[src/rtl/useq_pkg.sv]
package useq_pkg;

    localparam int OP_W   = 4;
    localparam int CTL_W  = 14;
    localparam int STEP_W = 2;

    // strobe bit positions
    localparam int B_PC_INC    = 0;
    localparam int B_PC_OUT    = 1;
    localparam int B_PC_LOAD   = 2;
    localparam int B_MAR_LD    = 3;
    localparam int B_MEM_RD    = 4;
    localparam int B_MEM_WR    = 5;
    localparam int B_IR_LD     = 6;
    localparam int B_OPND_OUT  = 7;
    localparam int B_A_LD      = 8;
    localparam int B_A_OUT     = 9;
    localparam int B_B_LD      = 10;
    localparam int B_B_OUT     = 11;
    localparam int B_SUM_OUT   = 12;
    localparam int B_OUTREG_LD = 13;

    localparam logic [CTL_W-1:0] M_PC_INC    = CTL_W'(1) << B_PC_INC;
    localparam logic [CTL_W-1:0] M_PC_OUT    = CTL_W'(1) << B_PC_OUT;
    localparam logic [CTL_W-1:0] M_PC_LOAD   = CTL_W'(1) << B_PC_LOAD;
    localparam logic [CTL_W-1:0] M_MAR_LD    = CTL_W'(1) << B_MAR_LD;
    localparam logic [CTL_W-1:0] M_MEM_RD    = CTL_W'(1) << B_MEM_RD;
    localparam logic [CTL_W-1:0] M_MEM_WR    = CTL_W'(1) << B_MEM_WR;
    localparam logic [CTL_W-1:0] M_IR_LD     = CTL_W'(1) << B_IR_LD;
    localparam logic [CTL_W-1:0] M_OPND_OUT  = CTL_W'(1) << B_OPND_OUT;
    localparam logic [CTL_W-1:0] M_A_LD      = CTL_W'(1) << B_A_LD;
    localparam logic [CTL_W-1:0] M_A_OUT     = CTL_W'(1) << B_A_OUT;
    localparam logic [CTL_W-1:0] M_B_LD      = CTL_W'(1) << B_B_LD;
    localparam logic [CTL_W-1:0] M_B_OUT     = CTL_W'(1) << B_B_OUT;
    localparam logic [CTL_W-1:0] M_SUM_OUT   = CTL_W'(1) << B_SUM_OUT;
    localparam logic [CTL_W-1:0] M_OUTREG_LD = CTL_W'(1) << B_OUTREG_LD;

    localparam logic [OP_W-1:0] OP_HALT = 4'hF;

    typedef enum logic [2:0] {
        ST_FETCH_ADDR,
        ST_FETCH_WORD,
        ST_EXEC_A,
        ST_EXEC_B,
        ST_STOPPED
    } useq_state_e;

endpackage

[src/rtl/useq_urom.sv]
module useq_urom
    import useq_pkg::*;
(
    input  logic [OP_W-1:0]  op,
    input  logic             second,
    output logic [CTL_W-1:0] ustr,
    output logic             ulast,
    output logic             uhalt
);

    always_comb begin
        ustr  = '0;
        ulast = 1'b1;
        uhalt = 1'b0;
        if (!second) begin
            unique case (op)
                4'h0, 4'h1, 4'h2, 4'h3, 4'h5, 4'h8: begin
                    ustr  = M_OPND_OUT | M_MAR_LD;
                    ulast = 1'b0;
                end
                4'h4:    ustr  = M_SUM_OUT | M_A_LD;
                4'h6:    ustr  = M_OPND_OUT | M_PC_LOAD;
                4'h7:    ustr  = M_A_OUT | M_OUTREG_LD;
                OP_HALT: uhalt = 1'b1;
                default: ustr  = '0;
            endcase
        end else begin
            unique case (op)
                4'h0:    ustr = M_MEM_RD | M_A_LD;
                4'h1:    ustr = M_MEM_RD | M_B_LD;
                4'h2:    ustr = M_A_OUT | M_MEM_WR;
                4'h3:    ustr = M_B_OUT | M_MEM_WR;
                4'h5:    ustr = M_SUM_OUT | M_MEM_WR;
                4'h8:    ustr = M_MEM_RD | M_OUTREG_LD;
                default: ustr = '0;
            endcase
        end
    end

endmodule

[src/rtl/useq_fsm.sv]
module useq_fsm
    import useq_pkg::*;
(
    input  logic        clk,
    input  logic        rst_n,
    input  logic        ulast,
    input  logic        uhalt,
    output useq_state_e state,
    output logic        second
);

    useq_state_e state_nx;

    always_ff @(posedge clk or negedge rst_n) begin
        if (!rst_n) state <= ST_FETCH_ADDR;
        else        state <= state_nx;
    end

    always_comb begin
        state_nx = state;
        unique case (state)
            ST_FETCH_ADDR: state_nx = ST_FETCH_WORD;
            ST_FETCH_WORD: state_nx = ST_EXEC_A;
            ST_EXEC_A: begin
                if (uhalt)      state_nx = ST_STOPPED;
                else if (ulast) state_nx = ST_FETCH_ADDR;
                else            state_nx = ST_EXEC_B;
            end
            ST_EXEC_B:     state_nx = ST_FETCH_ADDR;
            ST_STOPPED:    state_nx = ST_STOPPED;
            default:       state_nx = ST_FETCH_ADDR;
        endcase
    end

    assign second = (state == ST_EXEC_B);

endmodule

[src/rtl/useq_drive.sv]
module useq_drive
    import useq_pkg::*;
(
    input  useq_state_e       state,
    input  logic [CTL_W-1:0]  ustr,
    output logic [CTL_W-1:0]  ctl,
    output logic [STEP_W-1:0] step_idx,
    output logic              halted
);

    always_comb begin
        ctl      = '0;
        step_idx = '0;
        halted   = 1'b0;
        unique case (state)
            ST_FETCH_ADDR: ctl = M_PC_OUT | M_MAR_LD;
            ST_FETCH_WORD: begin
                ctl      = M_MEM_RD | M_IR_LD | M_PC_INC;
                step_idx = 2'd1;
            end
            ST_EXEC_A: begin
                ctl      = ustr;
                step_idx = 2'd2;
            end
            ST_EXEC_B: begin
                ctl      = ustr;
                step_idx = 2'd3;
            end
            ST_STOPPED: halted = 1'b1;
            default:    ctl = '0;
        endcase
    end

endmodule

[src/rtl/ucode_seq.sv]
module ucode_seq
    import useq_pkg::*;
(
    input  logic              clk,
    input  logic              rst_n,
    input  logic [OP_W-1:0]   op_nib,
    output logic [CTL_W-1:0]  ctl,
    output logic [STEP_W-1:0] step_idx,
    output logic              halted
);

    useq_state_e      state;
    logic             second;
    logic [CTL_W-1:0] ustr;
    logic             ulast;
    logic             uhalt;

    useq_urom u_rom (
        .op     (op_nib),
        .second (second),
        .ustr   (ustr),
        .ulast  (ulast),
        .uhalt  (uhalt)
    );

    useq_fsm u_fsm (
        .clk    (clk),
        .rst_n  (rst_n),
        .ulast  (ulast),
        .uhalt  (uhalt),
        .state  (state),
        .second (second)
    );

    useq_drive u_drv (
        .state    (state),
        .ustr     (ustr),
        .ctl      (ctl),
        .step_idx (step_idx),
        .halted   (halted)
    );

endmodule

[config.mk]
export PLATFORM = sky130hd
export DESIGN_NAME = ucode_seq
export DESIGN_NICKNAME = d
export VERILOG_FILES = /design/src/rtl/useq_pkg.sv /design/src/rtl/useq_urom.sv /design/src/rtl/useq_fsm.sv /design/src/rtl/useq_drive.sv /design/src/rtl/ucode_seq.sv
export SDC_FILE = /design/constraint.sdc
export NUM_CORES = 1
export LEC_CHECK = 0
export ABC_AREA = 0
export CORE_AREA = 4 4 41 43
export CTS_CLUSTER_DIAMETER = 120
export DETAILED_ROUTE_END_ITERATION = 10
export DIE_AREA = 0 0 45 47
export DONT_BUFFER_PORTS = 1
export MAX_ROUTING_LAYER = met4
export PLACE_DENSITY = 0.48
export SYNTH_ARGS = -nofsm -noshare
export SYNTH_HDL_FRONTEND = slang
export SYNTH_SLANG_ARGS = --single-unit
export TNS_END_PERCENT = 10
[constraint.sdc]
create_clock -name clk -period 1.24 [get_ports clk]
set_input_delay 0.248 -clock clk [delete_from_list [all_inputs] [get_ports clk]]
set_output_delay 0.248 -clock clk [all_outputs]
set_load 0.005 [all_outputs]
==> report_table.html <==
<table>
<tr><th>Metric</th><th>Value</th></tr>
<tr><th colspan="2">Setup path</th></tr>
<tr><td>Arrival time of the worst setup path</td><td>1.27 ns</td></tr>
<tr><td>Crit path max-delay family</td><td>flip-flops</td></tr>
<tr><td>Max Fanout on Critical Path</td><td>6</td></tr>
<tr><td>Worst reg2reg setup slack</td><td>-0.11 ns</td></tr>
<tr><td>Endpoint kind of the worst setup timing path</td><td>output port</td></tr>
<tr><td>Required time worst endpoint</td><td>0.99 ns</td></tr>
<tr><td>Worst Path Buf+Inv</td><td>1</td></tr>
<tr><td>CP max stage cell</td><td>dfrtp_1</td></tr>
<tr><td>Type of element launching the critical path</td><td>register</td></tr>
<tr><td>Critical Path, Cell by Cell</td><td>nand2b_4 -&gt; a2111oi_4 -&gt; buf_4</td></tr>
<tr><td>Max incr delay on CP</td><td>0.40 ns</td></tr>
<tr><td>Worst setup path category</td><td>reg2out</td></tr>
<tr><th colspan="2">Synthesis</th></tr>
<tr><td>Synthesized Nets</td><td>64</td></tr>
<tr><td>Number of distinct library cell variants in the gate-level netlist after synthesis</td><td>29</td></tr>
<tr><td>Area leader, netlist</td><td>dfrtp_1</td></tr>
<tr><td>Average instance area after synthesis</td><td>7.49 um2</td></tr>
<tr><td>Yosys Warn Count</td><td>0</td></tr>
<tr><td>Cell types occupying the most area after synthesis</td><td>dfrtp_1, mux2i_1, buf_2, nand2b_1, nor2_1</td></tr>
<tr><td>EDFF count, synth</td><td>0</td></tr>
<tr><td>Async set-reset flop share out of synthesis</td><td>1.00</td></tr>
<tr><td>Area share of the leading cell type in the synthesized netlist</td><td>0.173</td></tr>
<tr><td>Leading cell types by count after synthesis</td><td>buf_2, nor2_1, nand2_1</td></tr>
<tr><td>Fraction of the yosys area taken by sequential cells</td><td>0.173</td></tr>
<tr><td>Most frequently used flop master after synthesis</td><td>dfrtp_1</td></tr>
<tr><td>Number of storage elements in the synthesis netlist</td><td>3</td></tr>
<tr><td>Post-Syn Area</td><td>434 um2</td></tr>
<tr><td>Post-Synthesis Cells</td><td>58</td></tr>
<tr><th colspan="2">Route</th></tr>
<tr><td>Post-route DRC violation count</td><td>0</td></tr>
<tr><td>Wire length the detailed router placed on met1</td><td>556 um</td></tr>
<tr><td>Remaining number of nets flagged by the antenna check after routing</td><td>0</td></tr>
<tr><td>Vias per std cell</td><td>5.40</td></tr>
<tr><td>Total vias in the final route</td><td>491</td></tr>
<tr><td>First-pass iteration count of the detailed router</td><td>2</td></tr>
<tr><td>Detailed-route wire length per cell</td><td>14.7 um</td></tr>
<tr><td>Total length of routed met3 wires</td><td>82 um</td></tr>
<tr><td>Total Routed Length</td><td>1340 um</td></tr>
<tr><td>Detailed-routed wire length on met2</td><td>703 um</td></tr>
<tr><td>Top routing layer in use</td><td>met3</td></tr>
<tr><td>Count of routing violations after the opening detailed-route iteration</td><td>10</td></tr>
<tr><th colspan="2">Clocking</th></tr>
<tr><td>Clk slew on worst S/H paths</td><td>0.04 ns</td></tr>
<tr><td>Number of levels the H-tree was split into</td><td>1</td></tr>
<tr><td>Clock Tree Root</td><td>clkbuf_4</td></tr>
<tr><td>TritonCTS clock tree</td><td>yes</td></tr>
<tr><td>Latest clock arrival within the worst-skew pair</td><td>0.23 ns</td></tr>
<tr><td>Number of clock buffers inserted by TritonCTS</td><td>3</td></tr>
<tr><td>Bufs on Longest Clock Path</td><td>2</td></tr>
<tr><td>Clock tree sinks</td><td>3</td></tr>
<tr><th colspan="2">Timing</th></tr>
<tr><td>Measured slew at the worst slew-check pin</td><td>0.358 ns</td></tr>
<tr><td>Highest clock frequency the design can meet</td><td>658 MHz</td></tr>
<tr><td>Share of the clock period used by the worst path after layout</td><td>1.23</td></tr>
<tr><td>Worst setup skew after layout</td><td>0.000383 ns</td></tr>
<tr><td>Final number of hold-violating endpoints</td><td>0</td></tr>
<tr><td>Final setup fails</td><td>18</td></tr>
<tr><td>Number of pins with negative max-slew slack in the final report</td><td>0</td></tr>
<tr><td>Slew Limit Headroom</td><td>0.759</td></tr>
<tr><td>Smallest setup slack after layout</td><td>-0.279 ns</td></tr>
<tr><td>Post-layout minimum cycle time</td><td>1.52 ns</td></tr>
<tr><td>Final-layout worst hold slack</td><td>0.184 ns</td></tr>
<tr><td>Setup repair after global routing missed its margin</td><td>true</td></tr>
<tr><th colspan="2">Layout</th></tr>
<tr><td>Number of diodes</td><td>0</td></tr>
<tr><td>Leading registers by flop count</td><td>u_fsm.state: 3 flops</td></tr>
<tr><td>Area added between synthesis and finish</td><td>72.9%</td></tr>
<tr><td>Multi-input gate area</td><td>429 um2</td></tr>
<tr><td>Flip-flop count of the largest register, all copies and words added</td><td>3</td></tr>
<tr><td>Sequential standard cell area</td><td>76.3 um2</td></tr>
<tr><td># fillers</td><td>128</td></tr>
<tr><td>Register with the most flip-flops</td><td>u_fsm.state</td></tr>
<tr><td>Proportion of layout cells with a drive suffix above 1</td><td>0.579</td></tr>
<tr><td>Number of nets at the end of the flow</td><td>83</td></tr>
<tr><td>Count of placed standard cells in the final layout, fillers left out</td><td>91</td></tr>
<tr><th colspan="2">Die</th></tr>
<tr><td>Chip Height</td><td>47 um</td></tr>
<tr><td>Die outline width</td><td>45 um</td></tr>
<tr><td>Initial Utilization</td><td>0.334</td></tr>
<tr><td>Rows</td><td>13</td></tr>
<tr><td>Core region area</td><td>1300 um2</td></tr>
<tr><td>Top-Level Pins</td><td>23</td></tr>
<tr><td>Total Die Area</td><td>2120 um2</td></tr>
<tr><th colspan="2">GRT</th></tr>
<tr><td>Vias in the first global route</td><td>498</td></tr>
<tr><td>Overflow after GRT</td><td>0</td></tr>
<tr><td>Tot GR Track Use</td><td>0.146</td></tr>
<tr><td>Initial antenna violation count</td><td>0</td></tr>
<tr><td>Largest net degree at the start of global routing</td><td>14</td></tr>
<tr><td>Wire length of the first global-routing pass</td><td>2180 um</td></tr>
<tr><th colspan="2">Outcome</th></tr>
<tr><td>Violations in the final reports</td><td>setup timing</td></tr>
<tr><td>Run status</td><td>finished, violations left</td></tr>
<tr><th colspan="2">Power and ir drop</th></tr>
<tr><td>Design Power</td><td>1440 uW</td></tr>
<tr><td>Power per standard cell area</td><td>1920 nW/um2</td></tr>
<tr><td>Leakage component of the power</td><td>0.000293 uW</td></tr>
<tr><td>IR Drop Worst-Case VDD</td><td>0.974 mV</td></tr>
<tr><th colspan="2">Placed design</th></tr>
<tr><td>Count of buffers from port buffering</td><td>0</td></tr>
<tr><td>HPWL reported at the end of detailed placement</td><td>811 um</td></tr>
<tr><td>Cell Count Post-Placement</td><td>82</td></tr>
<tr><td>Pre-CTS setup slack</td><td>-0.119 ns</td></tr>
<tr><td>Routability cong.</td><td>0.622</td></tr>
<tr><th colspan="2">Flow run</th></tr>
<tr><td>Number of max-capacitance violations reported</td><td>0</td></tr>
<tr><th colspan="2">Worst hold path</th></tr>
<tr><td>Hold Path Class</td><td>in2reg</td></tr>
</table>
[worst reg2reg max path: cells and delay by family (launching register included)]
kind | cells | cell delay (ns)
and+or+nand+nor | 2 | 0.34
DFF | 1 | 0.45
AOI/OAI and AO/OA | 1 | 0.08
buffers and inverters | 3 | 0.41
[what timing repair did]
| item | CTS | global route |
|---|---|---|
| cloned | 0 | 0 |
| pin swaps | 5 | 1 |
| endpoints found under the hold margin | 3 | 0 |
| buffers inserted | 4 | 0 |
| setup endpoints to repair | 18 | 19 |
| hold buffers | 1 | 0 |
| gates resized for setup | 20 | 10 |
[worst paths after layout]
kind                                        to  depth (start not counted)            from
worst max-delay path                    ctl[7]                          3  u_fsm.state[2]
worst min-delay path            u_fsm.state[2]                          2       op_nib[1]
worst max register to register  u_fsm.state[1]                          6  u_fsm.state[0]
worst min register to register  u_fsm.state[0]                          2  u_fsm.state[2]
max in group asynchronous       u_fsm.state[0]                          1           rst_n
min in group asynchronous       u_fsm.state[2]                          1           rst_n
[stage by stage]
stage	setup TNS, ns	instance area, um2	utilization
2_1_floorplan	-0.0244	449	-
4_1_cts	-3.46	703	0.540
3_3_place_gp	-0.628	544	0.418
6_report	-3.11	751	0.577
3_5_place_dp	-0.782	544	0.418
5_1_grt	-4.62	751	0.577
[power breakdown]
| group | internal (uW) | switching (uW) | total [uW] |
|---|---|---|---|
| Clock | 121 | 53.9 | 175 |
| Combinational | 580 | 496 | 1080 |
| Sequential | 137 | 55.3 | 192 |
[final cells by class]
class | instances | area share
clock buffers | 4 | 0.0350
repair buffers | 22 | 0.248
inverters | 3 | 0.0183
flip-flops and latches | 3 | 0.102
multi-input cells | 44 | 0.572
well taps | 15 | 0.0250
[per-layer routing]
layer  vias up  global-route usage
met1       227               0.159
met2        15               0.243
met5         -                   -
li1        249                   -
met4         0              0.0234
met3         0              0.0728
[logic make-up (layout without fill, tap and decap cells)]
kind of cell | Yosys count | after routing | synth area share
muxes | 3 | 3 | 0.0692
AOI/OAI and AO/OA | 10 | 10 | 0.170
and+or+nand+nor | 29 | 29 | 0.403
xor gates and xnor gates | 2 | 2 | 0.0404
DFF | 3 | 3 | 0.173
buffers and inverters | 11 | 29 | 0.144
[cells in the final DEF (no fill, tap or decap), types with 2 or more instances in the layout]
cell type / netlist / routed
a21oi_2: 0 / 2
buf_4: 2 / 16
buf_6: 1 / 5
clkbuf_4: 0 / 3
dfrtp_1: 3 / 2
mux2i_1: 3 / 3
nand2_1: 4 / 3
nand2b_4: 0 / 2
nor2_1: 5 / 4
nor4_4: 0 / 2
nor4b_2: 0 / 2
Note: power is estimated with default switching activity, not from simulation.
